File: config.mk
export PLATFORM = sky130hd
export DESIGN_NAME = i2c_regfile_target
export DESIGN_NICKNAME = d
export VERILOG_FILES = /design/src/rtl/i2cr_pkg.sv /design/src/rtl/i2cr_sync.sv /design/src/rtl/i2cr_engine.sv /design/src/rtl/i2cr_regmap.sv /design/src/rtl/i2c_regfile_target.sv
export SDC_FILE = /design/constraint.sdc
export NUM_CORES = 1
export LEC_CHECK = 0
export BUFFER_PORTS_ARGS = -buffer_cell sky130_fd_sc_hd__buf_2
export CAP_MARGIN = 20
export CORE_AREA = 3 3 79 81
export CTS_CLUSTER_DIAMETER = 80
export CTS_CLUSTER_SIZE = 16
export DETAILED_ROUTE_END_ITERATION = 10
export DIE_AREA = 0 0 82 84
export PLACE_DENSITY = 0.74
export SETUP_SLACK_MARGIN = 0.2
export SYNTH_ARGS = -nofsm -noshare
export SYNTH_HDL_FRONTEND = slang
export SYNTH_SLANG_ARGS = --single-unit
File: constraint.sdc
create_clock -name clk -period 5.65 [get_ports clk]
set_clock_uncertainty 0.15 [all_clocks]
set_input_delay 0.2825 -clock clk [delete_from_list [all_inputs] [get_ports clk]]
set_output_delay 0.2825 -clock clk [all_outputs]
set_load 0.05 [all_outputs]
File: src/rtl/i2cr_pkg.sv
package i2cr_pkg;
  localparam int BYTE_W = 8;
  localparam int IDX_W  = 8;
  localparam int CNT_W  = 4;

  localparam logic [IDX_W-1:0] IDX_LED  = 8'h00;
  localparam logic [IDX_W-1:0] IDX_BOOT = 8'h01;
  localparam logic [IDX_W-1:0] IDX_CREV = 8'h02;
  localparam logic [IDX_W-1:0] IDX_PREV = 8'h03;
  localparam logic [IDX_W-1:0] IDX_STAT = 8'h04;

  typedef enum logic [2:0] {
    ST_IDLE,
    ST_ADDR,
    ST_ADDR_ACK,
    ST_WR,
    ST_WR_ACK,
    ST_RD,
    ST_RD_ACK
  } eng_state_t;
endpackage

File: src/rtl/i2cr_sync.sv
module i2cr_sync #(
  parameter int LINES  = 2,
  parameter int STAGES = 2
) (
  input  logic             clk,
  input  logic             rst_n,
  input  logic [LINES-1:0] din,
  output logic [LINES-1:0] level,
  output logic [LINES-1:0] rise,
  output logic [LINES-1:0] fall
);
  for (genvar g = 0; g < LINES; g++) begin : g_line
    logic [STAGES-1:0] chain;
    logic              prev;

    always_ff @(posedge clk or negedge rst_n) begin
      if (!rst_n) begin
        chain <= '1;
        prev  <= 1'b1;
      end else begin
        chain <= {chain[STAGES-2:0], din[g]};
        prev  <= chain[STAGES-1];
      end
    end

    assign level[g] = chain[STAGES-1];
    assign rise[g]  = chain[STAGES-1] & ~prev;
    assign fall[g]  = ~chain[STAGES-1] & prev;
  end
endmodule

File: src/rtl/i2cr_engine.sv
module i2cr_engine
  import i2cr_pkg::*;
#(
  parameter logic [6:0] TARGET_ADDR = 7'h30
) (
  input  logic              clk,
  input  logic              rst_n,
  input  logic              scl_lvl,
  input  logic              scl_rise,
  input  logic              scl_fall,
  input  logic              sda_lvl,
  input  logic              sda_rise,
  input  logic              sda_fall,
  input  logic [BYTE_W-1:0] rd_data,
  output logic [IDX_W-1:0]  idx,
  output logic              wr_en,
  output logic [IDX_W-1:0]  wr_idx,
  output logic [BYTE_W-1:0] wr_data,
  output logic              sda_oe,
  output logic              eng_idle,
  output logic              start_det,
  output logic              stop_det
);
  eng_state_t        st;
  logic [BYTE_W-1:0] sh;
  logic [CNT_W-1:0]  cnt;
  logic              rnw;
  logic              first;
  logic              mack;

  localparam logic [CNT_W-1:0] LAST_BIT = CNT_W'(BYTE_W);

  // bus conditions: SDA moving while SCL stays high
  assign start_det = sda_fall & scl_lvl;
  assign stop_det  = sda_rise & scl_lvl;
  assign eng_idle  = (st == ST_IDLE);

  always_ff @(posedge clk or negedge rst_n) begin
    if (!rst_n) begin
      st      <= ST_IDLE;
      sh      <= '0;
      cnt     <= '0;
      rnw     <= 1'b0;
      first   <= 1'b1;
      mack    <= 1'b0;
      idx     <= '0;
      wr_en   <= 1'b0;
      wr_idx  <= '0;
      wr_data <= '0;
      sda_oe  <= 1'b0;
    end else begin
      wr_en <= 1'b0;
      if (start_det) begin
        st     <= ST_ADDR;
        cnt    <= '0;
        first  <= 1'b1;
        sda_oe <= 1'b0;
      end else if (stop_det) begin
        st     <= ST_IDLE;
        sda_oe <= 1'b0;
      end else begin
        unique case (st)
          ST_ADDR: begin
            if (scl_rise) begin
              sh  <= {sh[BYTE_W-2:0], sda_lvl};
              cnt <= cnt + 1'b1;
            end else if (scl_fall && cnt == LAST_BIT) begin
              if (sh[BYTE_W-1:1] == TARGET_ADDR) begin
                st     <= ST_ADDR_ACK;
                sda_oe <= 1'b1;
                rnw    <= sh[0];
              end else begin
                st <= ST_IDLE;
              end
            end
          end
          ST_ADDR_ACK: begin
            if (scl_fall) begin
              if (rnw) begin
                sh     <= rd_data;
                sda_oe <= ~rd_data[BYTE_W-1];
                cnt    <= CNT_W'(1);
                st     <= ST_RD;
              end else begin
                sda_oe <= 1'b0;
                cnt    <= '0;
                first  <= 1'b1;
                st     <= ST_WR;
              end
            end
          end
          ST_WR: begin
            if (scl_rise) begin
              sh  <= {sh[BYTE_W-2:0], sda_lvl};
              cnt <= cnt + 1'b1;
            end else if (scl_fall && cnt == LAST_BIT) begin
              sda_oe <= 1'b1;
              st     <= ST_WR_ACK;
              if (first) begin
                idx   <= sh;
                first <= 1'b0;
              end else begin
                wr_en   <= 1'b1;
                wr_idx  <= idx;
                wr_data <= sh;
                idx     <= idx + 1'b1;
              end
            end
          end
          ST_WR_ACK: begin
            if (scl_fall) begin
              sda_oe <= 1'b0;
              cnt    <= '0;
              st     <= ST_WR;
            end
          end
          ST_RD: begin
            if (scl_fall) begin
              if (cnt == LAST_BIT) begin
                sda_oe <= 1'b0;
                st     <= ST_RD_ACK;
                idx    <= idx + 1'b1;
              end else begin
                sda_oe <= ~sh[BYTE_W-2];
                sh     <= {sh[BYTE_W-2:0], 1'b0};
                cnt    <= cnt + 1'b1;
              end
            end
          end
          ST_RD_ACK: begin
            if (scl_rise) begin
              mack <= ~sda_lvl;
            end else if (scl_fall) begin
              if (mack) begin
                sh     <= rd_data;
                sda_oe <= ~rd_data[BYTE_W-1];
                cnt    <= CNT_W'(1);
                st     <= ST_RD;
              end else begin
                st <= ST_IDLE;
              end
            end
          end
          default: ;
        endcase
      end
    end
  end
endmodule

File: src/rtl/i2cr_regmap.sv
module i2cr_regmap
  import i2cr_pkg::*;
#(
  parameter logic [BYTE_W-1:0] LED_INIT     = 8'h01,
  parameter logic [BYTE_W-1:0] BOOT_VARIANT = 8'h01,
  parameter logic [BYTE_W-1:0] LOGIC_REV    = 8'h03,
  parameter logic [BYTE_W-1:0] BOARD_REV    = 8'h03
) (
  input  logic              clk,
  input  logic              rst_n,
  input  logic              wr_en,
  input  logic [IDX_W-1:0]  wr_idx,
  input  logic [BYTE_W-1:0] wr_data,
  input  logic [IDX_W-1:0]  rd_idx,
  input  logic [BYTE_W-1:0] status_i,
  output logic [BYTE_W-1:0] rd_data,
  output logic [BYTE_W-1:0] led_q
);
  // only the LED byte has storage; every other index is read-only
  always_ff @(posedge clk or negedge rst_n) begin
    if (!rst_n) begin
      led_q <= LED_INIT;
    end else if (wr_en && wr_idx == IDX_LED) begin
      led_q <= wr_data;
    end
  end

  always_comb begin
    unique case (rd_idx)
      IDX_LED:  rd_data = led_q;
      IDX_BOOT: rd_data = BOOT_VARIANT;
      IDX_CREV: rd_data = LOGIC_REV;
      IDX_PREV: rd_data = BOARD_REV;
      IDX_STAT: rd_data = status_i;
      default:  rd_data = '0;
    endcase
  end
endmodule

File: src/rtl/i2c_regfile_target.sv
module i2c_regfile_target
  import i2cr_pkg::*;
#(
  parameter logic [6:0]        TARGET_ADDR  = 7'h30,
  parameter int                SYNC_STAGES  = 2,
  parameter logic [BYTE_W-1:0] LED_INIT     = 8'h01,
  parameter logic [BYTE_W-1:0] BOOT_VARIANT = 8'h01,
  parameter logic [BYTE_W-1:0] LOGIC_REV    = 8'h03,
  parameter logic [BYTE_W-1:0] BOARD_REV    = 8'h03
) (
  input  logic              clk,
  input  logic              rst_n,
  input  logic              scl_i,
  input  logic              sda_i,
  output logic              sda_oe_o,
  input  logic [BYTE_W-1:0] status_i,
  output logic [BYTE_W-1:0] user_led_o
);
  localparam int SCL_L = 0;
  localparam int SDA_L = 1;

  logic [1:0]        lvl, rise, fall;
  logic              scl_fall;
  logic [IDX_W-1:0]  cur_idx;
  logic              wr_en;
  logic [IDX_W-1:0]  wr_idx;
  logic [BYTE_W-1:0] wr_data;
  logic [BYTE_W-1:0] rd_data;
  logic              eng_idle;
  logic              start_det;
  logic              stop_det;

  i2cr_sync #(.LINES(2), .STAGES(SYNC_STAGES)) sync_i (
    .clk   (clk),
    .rst_n (rst_n),
    .din   ({sda_i, scl_i}),
    .level (lvl),
    .rise  (rise),
    .fall  (fall)
  );

  assign scl_fall = fall[SCL_L];

  i2cr_engine #(.TARGET_ADDR(TARGET_ADDR)) eng_i (
    .clk       (clk),
    .rst_n     (rst_n),
    .scl_lvl   (lvl[SCL_L]),
    .scl_rise  (rise[SCL_L]),
    .scl_fall  (scl_fall),
    .sda_lvl   (lvl[SDA_L]),
    .sda_rise  (rise[SDA_L]),
    .sda_fall  (fall[SDA_L]),
    .rd_data   (rd_data),
    .idx       (cur_idx),
    .wr_en     (wr_en),
    .wr_idx    (wr_idx),
    .wr_data   (wr_data),
    .sda_oe    (sda_oe_o),
    .eng_idle  (eng_idle),
    .start_det (start_det),
    .stop_det  (stop_det)
  );

  i2cr_regmap #(
    .LED_INIT     (LED_INIT),
    .BOOT_VARIANT (BOOT_VARIANT),
    .LOGIC_REV    (LOGIC_REV),
    .BOARD_REV    (BOARD_REV)
  ) map_i (
    .clk      (clk),
    .rst_n    (rst_n),
    .wr_en    (wr_en),
    .wr_idx   (wr_idx),
    .wr_data  (wr_data),
    .rd_idx   (cur_idx),
    .status_i (status_i),
    .rd_data  (rd_data),
    .led_q    (user_led_o)
  );
endmodule

# Word-level counts from Yosys, hierarchy flattened
# Index checks and enable logic that the tools add are counted.
[word_totals]
ram_bits = 0
n_memories = 0
romBits = 0
latchBits = 0
out_inout_bits = 9
reg_bits = 58
[op_classes]
n_addsub = 2
n_shift = 0
eq_ne = 47
order_cmp = 0
n_reduce_logical = 20
mux = 73
bitwise_logic = 16
div_mod_pow = 0
mul = 0
[op_table]
columns = ["operator", "n"]
rows = [
  ["2-to-1 mux 8 bit", 13],
  ["case mux 8 bit (4 select lines)", 2],
  ["2-to-1 mux 3 bit", 14],
  ["2-to-1 mux 4 bit", 10],
  ["inequality test 4 x 1 -> 1 bit (second input constant)", 9],
  ["2-to-1 mux 1 bit", 28],
  ["AND reduction 11 bit", 2],
  ["inequality test 3 x 1 -> 1 bit (second input constant)", 7],
  ["case mux 4 bit (5 select lines)", 1],
  ["inequality test 2 x 1 -> 1 bit (second input constant)", 9],
  ["case mux 3 bit (6 select lines)", 1],
  ["AND reduction 6 bit", 3],
  ["equality test 8 x 2 -> 1 bit (second input constant)", 2],
  ["logical NOT 8 bit", 2],
  ["case mux 8 bit (2 select lines)", 1],
  ["inequality test 4 bit (second input constant)", 3],
  ["AND reduction 12 bit", 1],
  ["NOT 1 bit", 10],
  ["AND reduction 10 bit", 1],
  ["equality test 3 bit (second input constant)", 3],
  ["adder 8 x 1 -> 8 bit (second input constant)", 1],
  ["equality test 8 x 1 -> 1 bit (second input constant)", 1],
  ["equality test 8 x 3 -> 1 bit (second input constant)", 1],
  ["nonzero test 8 bit", 1],
  ["other kinds (20)", 32],
]

# Depth between registers and ports, before layout
[logic_depth]
depth_word = 10
mapped_depth = 7
depth_no_buf = 7

# Cells and area by module
# A second synthesis with hierarchy kept.
[unflattened]
cells_unflattened = 297
hier_area_um2 = 3251.9
[by_module_without_submodules]
columns = ["module", "instances", "area_per_inst_um2", "cells_each"]
rows = [
  ["i2cr_engine", 1, 2562.5, 240],
  ["i2cr_regmap", 1, 481.7, 45],
  ["i2cr_sync", 1, 207.7, 12],
]

# Worst setup path before layout
# No wires, ideal clock.
[synth_timing]
path_kind = "flip-flop to flip-flop"
start = "register eng_i.cnt[0]"
end = "register eng_i.wr_data[0]"
stages_incl_launch_ff = 8
required_time_ns = 5.375
t_arrival_ns = 1.896
slack_ns = 3.479
period_less_slack_ns = 2.171
n_path_buf = 1
cell_sequence = "dfrtp_1 > inv_1 > ha_1 > and3b_1 > nand3_1 > nor3_4 > buf_4 > mux2_2"
[synth_via]
elab_chain_len = 3
[synth_rtl]
columns = ["element", "line_no", "source"]
rows = [
  ["start: declaration", "i2cr_engine.sv:26", "logic [CNT_W-1:0] cnt;"],
  ["start signal: assignment", "i2cr_engine.sv:66", "cnt <= cnt + 1'b1;"],
  ["start signal: assignment", "i2cr_engine.sv:95", "cnt <= cnt + 1'b1;"],
  ["start signal: assignment", "i2cr_engine.sv:126", "cnt <= cnt + 1'b1;"],
  ["equality test 4 bit", "i2cr_engine.sv:96", "end else if (scl_fall && cnt == LAST_BIT) begin"],
  ["logical AND 1 bit", "i2cr_engine.sv:96", ""],
  ["AND reduction 6 bit (no line)", "n/a", ""],
  ["end signal: assignment", "i2cr_engine.sv:105", "wr_data <= sh;"],
  ["end: declaration", "i2cr_engine.sv:18", "output logic [BYTE_W-1:0] wr_data,"],
]
# Every way passes these cells.
# A chain may end at the register's enable or synchronous reset.

# Worst setup path in the final report
[layout_timing]
start = "register eng_i.cnt[0]"
end = "register eng_i.wr_data[1]"
# The elaborated chain is that of the path after synthesis.

==> impl_metrics.ini <==
[outcome]
outcome = completed

[setup_path]
critical_path.max_stage_delay_ns = 0.82
worst_ep_required_time_ns = 5.72
worstSetupPathType = reg2reg
startpoint_kind_of_the_worst_setup_timing_path = flip-flop
r2r-end = eng_i.wr_data[1]
crit_path_end_kind = flip-flop
timing.critical_path.fanout_max = 17
crit-reg2reg-launch = eng_i.cnt[0]
path_cells = inv_1 -> ha_1 -> and3b_1 -> nand3_1 -> nor3_4 -> mux2_2
worstPathArrival_ns = 2.78
critPathSlowestCell = sky130_fd_sc_hd__nor3_4
ff2ff_path_depth = 6
r2r_setup_slack_ns = 2.94

[grt]
largest_net_degree_at_the_start_of_global_routing = 59
grt.total_usage = 0.220
globalRouteOverflowTotal = 0
antenna_found_initial = 0
global_route_wire_length_before_repair_um = 11500
first_global_vias = 2409

[synthesis]
yosys.cell_count.top_type = sky130_fd_sc_hd__dfrtp_1
synth_top_cell_by_area = sky130_fd_sc_hd__dfrtp_1
primary_flip_flop_cell_chosen_by_synthesis_mapping = sky130_fd_sc_hd__dfrtp_1
synth-edff-count = 0
postSynthAreaPerCell_um2 = 10.6
synth_seq_area_share = 0.460
synthesis.nets = 319
yosys_warnings = 0
ranking_of_synthesized_cells_by_instance_count = 50 x sky130_fd_sc_hd__dfrtp_1, 27 x sky130_fd_sc_hd__mux2_2, 24 x sky130_fd_sc_hd__nand2_1
yosys-top-cells-area = sky130_fd_sc_hd__dfrtp_1 39%, sky130_fd_sc_hd__mux2_2 9.6%, sky130_fd_sc_hd__dfstp_2 6.6%
yosys.area.top_type_share = 0.394
synth_async_sr_flop_share = 1.00
synth-seq-cells = 58
syn-cell-area_um2 = 3180
synthesis.instances = 301
synthDistinctLibCells = 58

[clock_tree]
cts-hold-fix-buffers = 3
tritoncts = done
post_cts.resized_instances = 0
cts_root_buf = sky130_fd_sc_hd__clkbuf_8
tritoncts.num_buffers = 9
worst_setup_hold_path_clk_slew_ns = 0.07
ctsHtreeMaxLevel = 3
cts_sinks = 58
worst_skew_pair.late_latency_ns = 0.34
post_cts_buffers = 0
clk_path_buf_depth = 2

[drt]
drt_first_pass_iters = 4
drc = 0
wirelength_um = 6950
routed_wire_length_per_instance_um = 17.3
drtAntennaViolNets = 0
dr.first_iter.drc_count = 302
avgViaCountPerCell = 6.08
vias = 2437

[timing]
finalCritPeriodShare = 0.479
maxClockFrequency_ghz = 0.369
fin_worst_setup_slack_ns = 2.94
hold_viol_final = 0
worst_pin_slew_ns = 0.895
fin_tns_setup_ns = 0
maxSlewHeadroom = 0.402
unrepaired_setup_endpoints_after_global_routing = false
setup_violations = 0
timing.final.crit_period_ns = 2.71
timing.final.max_slew_violations = 0

[placed_design]
port_buffers = 20
detailed_place_hpwl_um = 4600
gp_routability_congestion = 0.954
place_worst_setup_slack_ns = 2.90

[pwr]
total_leakage_power_nw = 1.65
power.density_cell_area_nw_per_um2 = 251
total_power_w = 0.000891
worst_ir_drop_vdd_v = 0.000199

[floorplanning]
floorplan.die.width_um = 82
top_level_ports = 21
row_count = 27
floorplan.die_area_um2 = 6890
die_y_um = 84
start_util = 0.573
fp.coreArea_um2 = 5540

[finish]
regArea_um2 = 1460
num_antenna_cells = 0
final.fill_count = 439
fin_util = 0.641
flow.area_growth_from_synthesis_pct = 11.7
multi_input_comb_area_um2 = 1600
design.final.nets = 342
final_layout_size_suffix_gt1_frac = 0.264

[min_path]
holdCritStartpoint = sync_i.g_line[0].chain[0]
worst_hold_path.num_cells = 0
min_delay_worst_endpoint = sync_i.g_line[0].chain[1]
min-delay-path-class = reg2reg

[job]
maxCapViolations = 0
[worst max path at each step]
stage / start / to / slack, ns / cells past startpoint
after detailed placement: eng_i.st[0] / eng_i.idx[2] / 2.90 / 4
after global placement: eng_i.st[0] / eng_i.idx[2] / 2.98 / 4
final: eng_i.cnt[0] / eng_i.wr_data[1] / 2.94 / 6
after floorplan: eng_i.cnt[0] / eng_i.wr_data[0] / 3.48 / 7
after CTS: eng_i.st[0] / eng_i.idx[2] / 2.88 / 4
after global routing: eng_i.st[0] / eng_i.wr_data[6] / 2.83 / 3
[metal layers]
layer  GRT usage  wire length, um  vias to the layer above  part of all wire
met3      0.0594              436                       10             0.063
met2       0.327             3300                       78              0.48
met5           0                0                        -                 0
met4      0.0967               95                        0             0.014
li1            -                -                     1149                 -
met1       0.297             3120                     1200              0.45
[power by group]
| group | internal (W) | switching (W) | leakage (nW) |
|---|---|---|---|
| sequential | 0.000424 | 0.0000125 | 0.781 |
| clock | 0.000227 | 0.000169 | 0.0986 |
| combinational | 0.0000224 | 0.0000357 | 0.770 |
| total | 0.000673 | 0.000218 | 1.65 |
[per-stage QoR]
step | instance area [um^2] | hold WS, ns | instances
floorplan | 3180 | -0.163 | 301
global placement | 3300 | 0.196 | 380
detailed placement | 3300 | 0.198 | 380
CTS | 3530 | 0.208 | 399
global route | 3550 | 0.210 | 401
finish | 3550 | 0.206 | 401
[logic make-up (layout without fill, tap and decap cells)]
logic type | count (synthesis) | after routing | share of synthesized area
mux | 46 | 46 | 0.169
compound gates | 73 | 73 | 0.156
xor+xnor | 1 | 1 | 0.00276
flops | 58 | 58 | 0.460
fa+ha+maj | 6 | 6 | 0.0236
buf+inv | 26 | 54 | 0.0378
simple gates | 91 | 91 | 0.151
[cell type report]
| class | instances | area share |
|---|---|---|
| clock buffer | 12 | 0.0437 |
| tap | 72 | 0.0254 |
| clock inverter | 4 | 0.0141 |
| timing repair buffer | 26 | 0.0430 |
| inverter | 12 | 0.0127 |
| sequential | 58 | 0.412 |
| multi-input combinational | 217 | 0.449 |
[state kept, by name (all words and copies together) (netlist names)]
signal,cells
eng_i.idx,8
eng_i.sh,8
eng_i.wr_data,8
eng_i.wr_idx,8
map_i.led_q,8
eng_i.cnt,4
sync_i.g_line.chain,4
eng_i.st,3
sync_i.g_line.prev,2
eng_i.first,1
eng_i.mack,1
eng_i.rnw,1
eng_i.sda_oe,1
eng_i.wr_en,1
[critical path: cells and delay by family, from the launching register on]
family / cells / cell delay (ns)
buffers and inverters: 1 / 0.10
AND/OR/NAND/NOR: 3 / 1.35
flip-flops: 1 / 0.42
adder cells (fa/ha/maj): 1 / 0.14
multiplexers: 1 / 0.42
[placed cells by master (no fill, tap or decap), types with 2 or more instances in the layout]
cell	n
sky130_fd_sc_hd__o22ai_1	7
sky130_fd_sc_hd__and3_1	4
sky130_fd_sc_hd__dfrtp_1	50
sky130_fd_sc_hd__buf_4	3
sky130_fd_sc_hd__a2bb2oi_1	2
sky130_fd_sc_hd__and3b_1	2
sky130_fd_sc_hd__mux2i_1	10
sky130_fd_sc_hd__nand4b_1	3
sky130_fd_sc_hd__nor3_1	6
sky130_fd_sc_hd__o31ai_1	6
sky130_fd_sc_hd__o21ai_1	2
sky130_fd_sc_hd__nand3_1	12
sky130_fd_sc_hd__clkinvlp_4	2
sky130_fd_sc_hd__mux2_4	8
sky130_fd_sc_hd__a21o_1	3
sky130_fd_sc_hd__ha_1	6
sky130_fd_sc_hd__nand2b_1	4
sky130_fd_sc_hd__clkbuf_8	11
sky130_fd_sc_hd__mux2_2	27
sky130_fd_sc_hd__inv_1	12
sky130_fd_sc_hd__a311oi_1	2
sky130_fd_sc_hd__nand2_1	24
sky130_fd_sc_hd__nor4_1	4
sky130_fd_sc_hd__o21ai_0	14
sky130_fd_sc_hd__a21oi_1	20
sky130_fd_sc_hd__nor2_1	20
sky130_fd_sc_hd__a221oi_1	2
sky130_fd_sc_hd__dfstp_2	8
sky130_fd_sc_hd__buf_2	20
sky130_fd_sc_hd__dlygate4sd3_1	3
(Power assumes the default switching activity.)
